--- config.mk ---
export PLATFORM = sky130hd
export DESIGN_NAME = pipelined_store_cache
export DESIGN_NICKNAME = d
export VERILOG_FILES = /design/src/rtl/psc_pkg.sv /design/src/rtl/psc_tag_store.sv /design/src/rtl/psc_data_ram.sv /design/src/rtl/psc_write_buf.sv /design/src/rtl/pipelined_store_cache.sv
export SDC_FILE = /design/constraint.sdc
export NUM_CORES = 1
export LEC_CHECK = 0
export BUFFER_PORTS_ARGS = -buffer_cell sky130_fd_sc_hd__buf_2
export CAP_MARGIN = 15
export CORE_UTILIZATION = 40
export DETAILED_ROUTE_END_ITERATION = 7
export PLACE_DENSITY_LB_ADDON = 0.08
export SLEW_MARGIN = 15
export SYNTH_ARGS = -nofsm -noshare
export SYNTH_HDL_FRONTEND = slang
export SYNTH_SLANG_ARGS = --single-unit
--- constraint.sdc ---
create_clock -name clk -period 12.24 [get_ports clk]
set_input_delay 2.448 -clock clk [delete_from_list [all_inputs] [get_ports clk]]
set_output_delay 2.448 -clock clk [all_outputs]
set_load 0.02 [all_outputs]
--- src/rtl/psc_pkg.sv ---
package psc_pkg;
  typedef enum logic [1:0] {
    ST_RUN   = 2'd0,
    ST_DRAIN = 2'd1,
    ST_WAIT  = 2'd2
  } psc_state_e;
endpackage

--- src/rtl/psc_tag_store.sv ---
module psc_tag_store #(
  parameter int INDEX_W = 4,
  parameter int TAG_W   = 6
) (
  input  logic               clk,
  input  logic               rst,
  input  logic [INDEX_W-1:0] lk_idx,
  input  logic [TAG_W-1:0]   lk_tag,
  output logic               lk_hit,
  input  logic               wr_en,
  input  logic [INDEX_W-1:0] wr_idx,
  input  logic [TAG_W-1:0]   wr_tag
);
  localparam int LINES = 1 << INDEX_W;

  logic [TAG_W-1:0] tags [LINES];
  logic [LINES-1:0] present;

  always_ff @(posedge clk) begin
    if (rst) present <= '0;
    else if (wr_en) present[wr_idx] <= 1'b1;
  end

  always_ff @(posedge clk) begin
    if (wr_en) tags[wr_idx] <= wr_tag;
  end

  assign lk_hit = present[lk_idx] && (tags[lk_idx] == lk_tag);
endmodule

--- src/rtl/psc_data_ram.sv ---
module psc_data_ram #(
  parameter int INDEX_W = 4,
  parameter int DATA_W  = 32
) (
  input  logic                clk,
  input  logic                rd_en,
  input  logic [INDEX_W-1:0]  rd_idx,
  output logic [DATA_W-1:0]   rd_data,
  input  logic                wr_en,
  input  logic [INDEX_W-1:0]  wr_idx,
  input  logic [DATA_W-1:0]   wr_data,
  input  logic [DATA_W/8-1:0] wr_be
);
  localparam int LINES = 1 << INDEX_W;
  localparam int LANES = DATA_W / 8;

  for (genvar b = 0; b < LANES; b++) begin : g_lane
    logic [7:0] lane_mem [LINES];
    logic [7:0] lane_q;
    always_ff @(posedge clk) begin
      if (wr_en && wr_be[b]) lane_mem[wr_idx] <= wr_data[b*8 +: 8];
      if (rd_en) lane_q <= lane_mem[rd_idx];
    end
    assign rd_data[b*8 +: 8] = lane_q;
  end
endmodule

--- src/rtl/psc_write_buf.sv ---
module psc_write_buf #(
  parameter int ADDR_W  = 10,
  parameter int DATA_W  = 32,
  parameter int INDEX_W = 4
) (
  input  logic                clk,
  input  logic                rst,
  input  logic [1:0]          idle_sel,
  input  logic                push,
  input  logic [ADDR_W-1:0]   push_addr,
  input  logic [DATA_W-1:0]   push_data,
  input  logic [DATA_W/8-1:0] push_be,
  input  logic                flush,
  input  logic [ADDR_W-1:0]   look_addr,
  output logic [DATA_W/8-1:0] look_be,
  output logic                q_valid,
  output logic [INDEX_W-1:0]  q_idx,
  output logic [DATA_W-1:0]   q_data,
  output logic [DATA_W/8-1:0] q_be,
  output logic                retire
);
  logic [ADDR_W-1:0] q_addr;
  logic [1:0]        idle_cnt;

  assign retire = q_valid && (push || flush || (idle_cnt == idle_sel));

  always_ff @(posedge clk) begin
    if (rst) begin
      q_valid  <= 1'b0;
      idle_cnt <= '0;
    end else if (push) begin
      q_valid  <= 1'b1;
      idle_cnt <= '0;
    end else if (retire) begin
      q_valid  <= 1'b0;
    end else if (q_valid) begin
      idle_cnt <= idle_cnt + 2'd1;
    end
  end

  always_ff @(posedge clk) begin
    if (push) begin
      q_addr <= push_addr;
      q_data <= push_data;
      q_be   <= push_be;
    end
  end

  assign q_idx   = q_addr[INDEX_W-1:0];
  assign look_be = (q_valid && (q_addr == look_addr)) ? q_be : '0;
endmodule

--- src/rtl/pipelined_store_cache.sv ---
module pipelined_store_cache #(
  parameter int ADDR_W  = 10,
  parameter int DATA_W  = 32,
  parameter int INDEX_W = 4
) (
  input  logic                clk,
  input  logic                rst,
  input  logic [1:0]          idle_sel,
  input  logic                cpu_valid,
  output logic                cpu_ready,
  input  logic                cpu_we,
  input  logic [ADDR_W-1:0]   cpu_addr,
  input  logic [DATA_W-1:0]   cpu_wdata,
  input  logic [DATA_W/8-1:0] cpu_be,
  output logic                rsp_valid,
  output logic [DATA_W-1:0]   rsp_data,
  output logic                miss_valid,
  output logic [ADDR_W-1:0]   miss_addr,
  input  logic                fill_valid,
  input  logic [DATA_W-1:0]   fill_data
);
  import psc_pkg::*;

  localparam int BE_W  = DATA_W / 8;
  localparam int TAG_W = ADDR_W - INDEX_W;

  psc_state_e state;

  logic              accept, lk_hit, ld_hit, st_hit, miss_start, fill_we;
  logic [BE_W-1:0]   look_be, wb_be, fwd_be_q;
  logic              wb_valid, wb_retire, wb_push, wb_flush;
  logic [INDEX_W-1:0] wb_idx;
  logic [DATA_W-1:0] wb_data, fwd_data_q, ram_q, ld_merged;
  logic              ld_q;

  logic              pend_we;
  logic [ADDR_W-1:0] pend_addr;
  logic [DATA_W-1:0] pend_wdata;
  logic [BE_W-1:0]   pend_be;

  logic              ram_we;
  logic [INDEX_W-1:0] ram_widx;
  logic [DATA_W-1:0] ram_wdata;
  logic [BE_W-1:0]   ram_wbe;

  assign accept     = cpu_valid && cpu_ready;
  assign ld_hit     = accept && !cpu_we && lk_hit;
  assign st_hit     = accept && cpu_we && lk_hit;
  assign miss_start = accept && !lk_hit;
  assign fill_we    = (state == ST_WAIT) && fill_valid;
  assign wb_push    = st_hit || (fill_we && pend_we);
  assign wb_flush   = (state == ST_DRAIN);

  psc_tag_store #(.INDEX_W(INDEX_W), .TAG_W(TAG_W)) u_tags (
    .clk(clk), .rst(rst),
    .lk_idx(cpu_addr[INDEX_W-1:0]), .lk_tag(cpu_addr[ADDR_W-1:INDEX_W]),
    .lk_hit(lk_hit),
    .wr_en(fill_we), .wr_idx(pend_addr[INDEX_W-1:0]),
    .wr_tag(pend_addr[ADDR_W-1:INDEX_W])
  );

  psc_write_buf #(.ADDR_W(ADDR_W), .DATA_W(DATA_W), .INDEX_W(INDEX_W)) u_wbuf (
    .clk(clk), .rst(rst), .idle_sel(idle_sel),
    .push(wb_push),
    .push_addr(fill_we ? pend_addr : cpu_addr),
    .push_data(fill_we ? pend_wdata : cpu_wdata),
    .push_be(fill_we ? pend_be : cpu_be),
    .flush(wb_flush), .look_addr(cpu_addr), .look_be(look_be),
    .q_valid(wb_valid), .q_idx(wb_idx), .q_data(wb_data), .q_be(wb_be),
    .retire(wb_retire)
  );

  // array write: refill word, or the pending store being released
  always_comb begin
    ram_we    = fill_we || wb_retire;
    ram_widx  = fill_we ? pend_addr[INDEX_W-1:0] : wb_idx;
    ram_wdata = fill_we ? fill_data : wb_data;
    ram_wbe   = fill_we ? {BE_W{1'b1}} : wb_be;
  end

  psc_data_ram #(.INDEX_W(INDEX_W), .DATA_W(DATA_W)) u_ram (
    .clk(clk), .rd_en(ld_hit), .rd_idx(cpu_addr[INDEX_W-1:0]), .rd_data(ram_q),
    .wr_en(ram_we), .wr_idx(ram_widx), .wr_data(ram_wdata), .wr_be(ram_wbe)
  );

  // forwarding snapshot taken with the load's tag check
  always_ff @(posedge clk) begin
    if (rst) begin
      ld_q     <= 1'b0;
      fwd_be_q <= '0;
    end else begin
      ld_q     <= ld_hit;
      fwd_be_q <= look_be;
    end
    fwd_data_q <= wb_data;
  end

  for (genvar b = 0; b < BE_W; b++) begin : g_merge
    assign ld_merged[b*8 +: 8] = fwd_be_q[b] ? fwd_data_q[b*8 +: 8] : ram_q[b*8 +: 8];
  end

  always_ff @(posedge clk) begin
    if (rst) begin
      rsp_valid <= 1'b0;
    end else begin
      rsp_valid <= ld_q || (fill_we && !pend_we);
    end
    if (ld_q) rsp_data <= ld_merged;
    else if (fill_we) rsp_data <= fill_data;
  end

  always_ff @(posedge clk) begin
    if (rst) begin
      state      <= ST_RUN;
      cpu_ready  <= 1'b1;
      miss_valid <= 1'b0;
    end else begin
      case (state)
        ST_RUN: if (miss_start) begin
          state     <= ST_DRAIN;
          cpu_ready <= 1'b0;
        end
        ST_DRAIN: begin
          state      <= ST_WAIT;
          miss_valid <= 1'b1;
        end
        ST_WAIT: if (fill_valid) begin
          state      <= ST_RUN;
          cpu_ready  <= 1'b1;
          miss_valid <= 1'b0;
        end
        default: state <= ST_RUN;
      endcase
    end
  end

  always_ff @(posedge clk) begin
    if (miss_start) begin
      pend_we    <= cpu_we;
      pend_addr  <= cpu_addr;
      pend_wdata <= cpu_wdata;
      pend_be    <= cpu_be;
    end
  end

  assign miss_addr = pend_addr;
endmodule

# After elaboration in Yosys (flattened, before gate mapping)
# Memory sizes are Yosys's and may differ from the RTL's. A register that Yosys moved wholly into a read port is not among the register bits.
# Cells that the tools add are included.
[op_classes]
addsub = 1
magnitude_cmp = 3
n_eq_ne = 7
n_mux = 36
n_bitwise = 3
n_reduce_logical = 36
[op_table]
columns = ["cell", "count"]
rows = [
  ["two-way mux 32 bit", 4],
  ["two-way mux 8 bit", 4],
  ["logical AND 1 bit", 17],
  ["two-way mux 1 bit", 17],
  ["bitwise OR 16 bit", 1],
  ["two-way mux 4 bit", 3],
  ["== test 10 bit", 1],
  ["less-than comparator 4 x 5 -> 1 bit, second input constant", 2],
  ["two-way mux 10 bit", 1],
  ["nonzero test 2 bit", 4],
  ["== test 6 bit", 1],
  ["one-hot mux 2 bit (3 select lines)", 1],
  ["AND reduction 2 bit", 3],
  ["logical OR 1 bit", 5],
  ["binary-select mux 1 bit (select 4 bit)", 1],
  ["demux 1 bit (select 4 bit)", 1],
  ["greater-or-equal comparator 4 x 1 -> 1 bit, second input constant", 1],
  ["two-way mux 2 bit", 2],
  ["!= test 2 bit, second input constant", 2],
  ["one-hot mux 1 bit (2 select lines)", 2],
  ["OR reduction 2 bit", 2],
  ["zero test 1 bit", 3],
  ["AND reduction 3 bit", 1],
  ["adder 2 x 1 -> 2 bit, second input constant", 1],
  ["5 further kinds", 6],
]
[word_totals]
register_bits = 186
ramBits = 608
input_bits = 85
out_inout_bits = 45
wordCells = 109
n_memories = 5
[mem_list]
columns = ["name", "words", "width", "rd", "rd_ports_with_merged_regs", "write_ports", "line", "source"]
rows = [
  ["u_ram.g_lane[0].lane_mem", 16, 8, 1, 1, 1, "psc_data_ram.sv:18", "logic [7:0] lane_mem [LINES];"],
  ["u_ram.g_lane[1].lane_mem", 16, 8, 1, 1, 1, "psc_data_ram.sv:18", ""],
  ["u_ram.g_lane[2].lane_mem", 16, 8, 1, 1, 1, "psc_data_ram.sv:18", ""],
  ["u_ram.g_lane[3].lane_mem", 16, 8, 1, 1, 1, "psc_data_ram.sv:18", ""],
  ["u_tags.tags", 16, 6, 1, 0, 1, "psc_tag_store.sv:16", "logic [TAG_W-1:0] tags [LINES];"],
]

# Logic depth before layout (Yosys ltp)
[logic_depth]
word_depth = 12
depth_mapped = 10

# By module
# From an unflattened synthesis, not the netlist that was laid out.
[unflattened]
cells_unflattened = 1592
area_unflattened_um2 = 31665.4
[modules_own_cells]
columns = ["mod", "n_inst", "cells_each", "area_each_um2", "seq_area_each_um2"]
rows = [
  ["psc_data_ram", 1, 909, 20419.6, 16335.7],
  ["pipelined_store_cache", 1, 353, 5046.1, 3213.1],
  ["psc_tag_store", 1, 240, 4469.3, 3203.1],
  ["psc_write_buf", 1, 90, 1730.4, 1441.4],
]

# Worst setup path after synthesis
# Ideal clock, no wire load.
[synth_path]
path_type = "input-to-reg"
from = "input cpu_addr[1]"
to = "register u_ram.g_lane[0].lane_q[0], read port of u_ram.g_lane[0].lane_mem, enable pin"
setup_time_ns = 0.461
t_arrival_ns = 6.750
path_slack_ns = 5.029
stages = 8
path_buffers = 2
cell_sequence = "buf_2 -> buf_2 -> mux4_2 -> mux4_2 -> xor2_1 -> a21oi_2 -> nand2_1 -> nor3_1"
[synth_via]
elab_chain_cells = 4
elab_cells_between_ends = 6
cone_classes = "1 x eq/ne; 2 x mux; 2 x reduce/logical; 1 x memory"
[synth_rtl]
columns = ["element", "line", "source"]
rows = [
  ["start: declaration", "pipelined_store_cache.sv:12", "input logic [ADDR_W-1:0] cpu_addr,"],
  ["memory (16 x 6 bit) or binary-select mux 1 bit (select 4 bit) (tied branches)", "-", ""],
  ["== test 6 bit or two-way mux 1 bit (tied branches)", "psc_tag_store.sv:28", "assign lk_hit = present[lk_idx] && (tags[lk_idx] == lk_tag);"],
  ["logical AND 1 bit *", "psc_tag_store.sv:28", ""],
  ["logical AND 1 bit *", "pipelined_store_cache.sv:47", "assign ld_hit = accept && !cpu_we && lk_hit;"],
  ["named net ld_hit", "pipelined_store_cache.sv:29", "logic accept, lk_hit, ld_hit, st_hit, miss_start, fill_we;"],
  ["end: declaration", "psc_data_ram.sv:19", "logic [7:0] lane_q;"],
]
# The timed path passes the listed nets; every way through them passes the cells marked *. The select of a mux whose other input is x is not followed.
# A chain may end at the register's enable or synchronous reset.

# Final worst setup path
[layout_path]
from = "input cpu_addr[2]"
to = "memory u_ram.g_lane[3].lane_mem[0][2], enable pin"
[layout_via]
elab_chain_cells = 12
elab_cells_between_ends = 14
cone_classes = "1 x eq/ne; 4 x mux; 8 x reduce/logical; 1 x memory"
[layout_rtl]
columns = ["element", "line", "source"]
rows = [
  ["memory (16 x 6 bit) or binary-select mux 1 bit (select 4 bit) (tied branches)", "-", ""],
  ["== test 6 bit or two-way mux 1 bit (tied branches)", "psc_tag_store.sv:28", ""],
  ["logical AND 1 bit *", "psc_tag_store.sv:28", ""],
  ["logical AND 1 bit *", "pipelined_store_cache.sv:48", "assign st_hit = accept && cpu_we && lk_hit;"],
  ["logical OR 1 bit *", "pipelined_store_cache.sv:51", "assign wb_push = st_hit || (fill_we && pend_we);"],
  ["logical OR 1 bit * (2 in series)", "psc_write_buf.sv:25", "assign retire = q_valid && (push || flush || (idle_cnt == idle_sel));"],
  ["logical AND 1 bit *", "psc_write_buf.sv:25", ""],
  ["logical OR 1 bit *", "pipelined_store_cache.sv:75", "ram_we = fill_we || wb_retire;"],
  ["logical AND 1 bit *", "psc_data_ram.sv:21", "if (wr_en && wr_be[b]) lane_mem[wr_idx] <= wr_data[b*8 +: 8];"],
  ["two-way mux 1 bit *", "psc_data_ram.sv:21", ""],
  ["two-way mux 1 bit (implied by the code) *", "psc_data_ram.sv:21", ""],
  ["end: declaration", "psc_data_ram.sv:18", ""],
]
# Every way passes the cells marked *; elsewhere a longest branch is shown, timed or not. The select of a mux whose other input is x is not followed.

==> results.json <==
{
  "tritoncts": "yes",
  "critPathArrivalTime_ns": 7.05,
  "gp_congestion": 0.803,
  "synth_area_leaders": "edfxtp_1 (72%), mux4_2 (13%), dfxtp_1 (3.8%), nand2_1 (3.2%), mux2i_1 (1.6%)",
  "slew_violations": 0,
  "setup_tns_ns": 0,
  "wl_um": 85100,
  "dieWidth_um": 284,
  "nets": 1925,
  "grt_pass1_wl_um": 122000,
  "track_usage_pct": 21.4,
  "cts.sinks": 826,
  "place_inst": 2803,
  "clk_latency_ns": 0.64,
  "grt_start_max_net_pins": 91,
  "grt_antenna_before_repair": 6,
  "hpwl_um": 54000,
  "min_path_cells": 0,
  "setup_violations": 0,
  "rows": 103,
  "syn-num-nets": 1780,
  "cts.reportedPaths.clkPinSlew_ns": 0.06,
  "cp-start-kind": "primary input",
  "area_growth_pct": 14.8,
  "htree_num_levels": 3,
  "cp-startpoint": "cpu_addr[2]",
  "root_buffer": "clkbuf_16",
  "synthTopCellsByCount": "edfxtp_1 (765), nand2_1 (273), mux4_2 (179), nor2_1 (129), dfxtp_1 (61)",
  "reg2reg_depth": 7,
  "coreArea_um2": 78900,
  "fin_cells": 2962,
  "synth.most_common_cell": "edfxtp_1",
  "post_drt_wl_per_cell_um": 28.7,
  "status": "finished clean",
  "r2r-start": "u_tags.tags[5][2]",
  "ioPinCount": 130,
  "cp_max_fo": 29,
  "power_density_nw_per_um2": 167,
  "ctsHoldBuffers": 0,
  "routed_via_density": 5.44,
  "hold_path_class": "reg -> reg",
  "post-route-period-util_pct": 55.6,
  "ir_drop_mv": 0.0970,
  "syn_area_per_cell_um2": 18.8,
  "hold_violations": 0,
  "cts-resized-gates": 0,
  "crit_path_end_kind": "register",
  "yosys.area.top_type_share_pct": 72.3,
  "skew_ns": 0.0348,
  "tightest_slew_ns": 1.12,
  "die_area_um2": 80600,
  "regToRegSetupSlack_ns": 8.10,
  "firstDrtPassIters": 5,
  "drc": 0,
  "synth_area_leader_cell": "edfxtp_1",
  "maxCapViolCount": 0,
  "required_ns": 12.49,
  "numCtsBuffers": 85,
  "r2r_end": "u_ram.g_lane[3].lane_mem[0][2]",
  "critPathKind": "in -> reg",
  "via_count": 16113,
  "grt_setup_unrepaired": "no",
  "ys_ff_latch": 826,
  "grt_pass1_vias": 16399,
  "synth_ff_type": "edfxtp_1",
  "async_flop_share_pct": 0,
  "netlist-cell-type-count": 42,
  "postRouteAntennaNets": 0,
  "slew_headroom_pct": 25.2,
  "synthCells": 1695,
  "post-cts-setup-buffer-count": 0,
  "numPortBuffers": 129,
  "fmax_mhz": 147,
  "holdCritStartpoint": "u_wbuf.q_data[9]",
  "yosysSeqAreaShare_pct": 76.1,
  "hold_end": "fwd_data_q[9]",
  "yosysWarnings": 0,
  "synth_edf_count": 765,
  "final_layout_size_suffix_gt1_share_pct": 24.7,
  "die_h_um": 284,
  "syn-cell-area_um2": 31800,
  "drtIter0Drc": 1582,
  "clockBufferDepth": 3,
  "grt_overflow_total": 0,
  "initial_core_util_pct": 40.3,
  "final_core_utilization_pct": 46.3,
  "min_period_ns": 6.80,
  "p_leak_nw": 12.0
}
## kinds of logic after synthesis
group	share of synthesized area (%)
DFF	76.1
and+or+nand+nor	5.70
muxes	14.7
buffers and inverters	1.16
AOI/OAI and AO/OA	1.86
xor gates and xnor gates	0.523
## where the power goes
group	total (mW)	leakage, nW	switching (mW)	internal [mW]
Clock	2.73	1.42	1.09	1.65
Sequential	3.12	7.41	0.0176	3.10
Combinational	0.254	3.14	0.158	0.0953
Total	6.10	12.0	1.26	4.84
## per-stage QoR
| step | power (mW) | area [um^2] | worst slack (ns) | hold WS (ns) |
|---|---|---|---|---|
| 6_report | 6.10 | 36500 | 5.44 | 0.367 |
| 2_1_floorplan | 3.33 | 31800 | 5.03 | 0.348 |
| 3_3_place_gp | 3.44 | 33500 | 4.81 | 0.353 |
| 4_1_cts | 6.17 | 36500 | 5.42 | 0.369 |
| 3_5_place_dp | 3.44 | 33500 | 4.74 | 0.357 |
| 5_1_grt | 6.28 | 36500 | 5.14 | 0.376 |
## flip-flops by register name (all words and copies together) (netlist names), 10 cells and up
name,count
fwd_data_q,32
miss_addr,10
pend_wdata,32
rsp_data,32
u_ram.g_lane.lane_mem,512
u_ram.g_lane.lane_q,32
u_tags.present,16
u_tags.tags,96
u_wbuf.q_addr,10
u_wbuf.q_data,32
## metal layers
| layer | GRT usage (%) | part of all wire (%) |
|---|---|---|
| met5 | 0 | 0.066 |
| met4 | 7.64 | 3.2 |
| met3 | 4.55 | 7.3 |
| met2 | 32.0 | 45 |
| met1 | 30.8 | 44 |
## layout by cell type (no fill, tap or decap), types with 14 or more instances in the layout
cell | Yosys | routed
clkbuf_1 | 53 | 14
clkbuf_16 | 0 | 87
mux2i_1 | 51 | 51
bufinv_16 | 0 | 15
clkinv_1 | 0 | 15
nor2_1 | 129 | 129
dfxtp_1 | 61 | 60
edfxtp_1 | 765 | 765
a21oi_1 | 38 | 37
buf_2 | 7 | 126
buf_4 | 0 | 15
mux4_2 | 179 | 179
nand2_1 | 273 | 271
## how the worst max path moves through the flow
| stage | slack, ns | to | depth (start not counted) |
|---|---|---|---|
| floorplan | 5.03 | u_ram.g_lane[0].lane_q[0] | 8 |
| global placement | 4.81 | u_ram.g_lane[0].lane_mem[13][5] | 9 |
| detailed placement | 4.74 | u_ram.g_lane[3].lane_mem[0][3] | 9 |
| CTS | 5.42 | u_ram.g_lane[0].lane_mem[6][7] | 9 |
| global route | 5.14 | u_ram.g_lane[0].lane_mem[6][7] | 9 |
| finish | 5.44 | u_ram.g_lane[3].lane_mem[0][2] | 9 |
## area by class of cell
class | instances | area, um^2
well taps | 1050 | 1310
diodes | 1 | 2.50
clock buffers | 105 | 2280
inverters | 1 | 3.75
repair buffers | 143 | 769
clock inverters | 53 | 662
multi-input cells | 783 | 7270
flip-flops and latches | 826 | 24200
fillers | 6697 | 42400
## worst max-delay path, stage by stage
cell,delay (ns)
buf_4,0.43
buf_4,0.60
mux4_1,0.64
mux4_2,0.47
xnor2_1,0.17
nand2_1,0.13
a211oi_4,0.77
a41oi_4,0.60
nor2_1,0.70
Note: power is estimated with default switching activity, not from simulation.
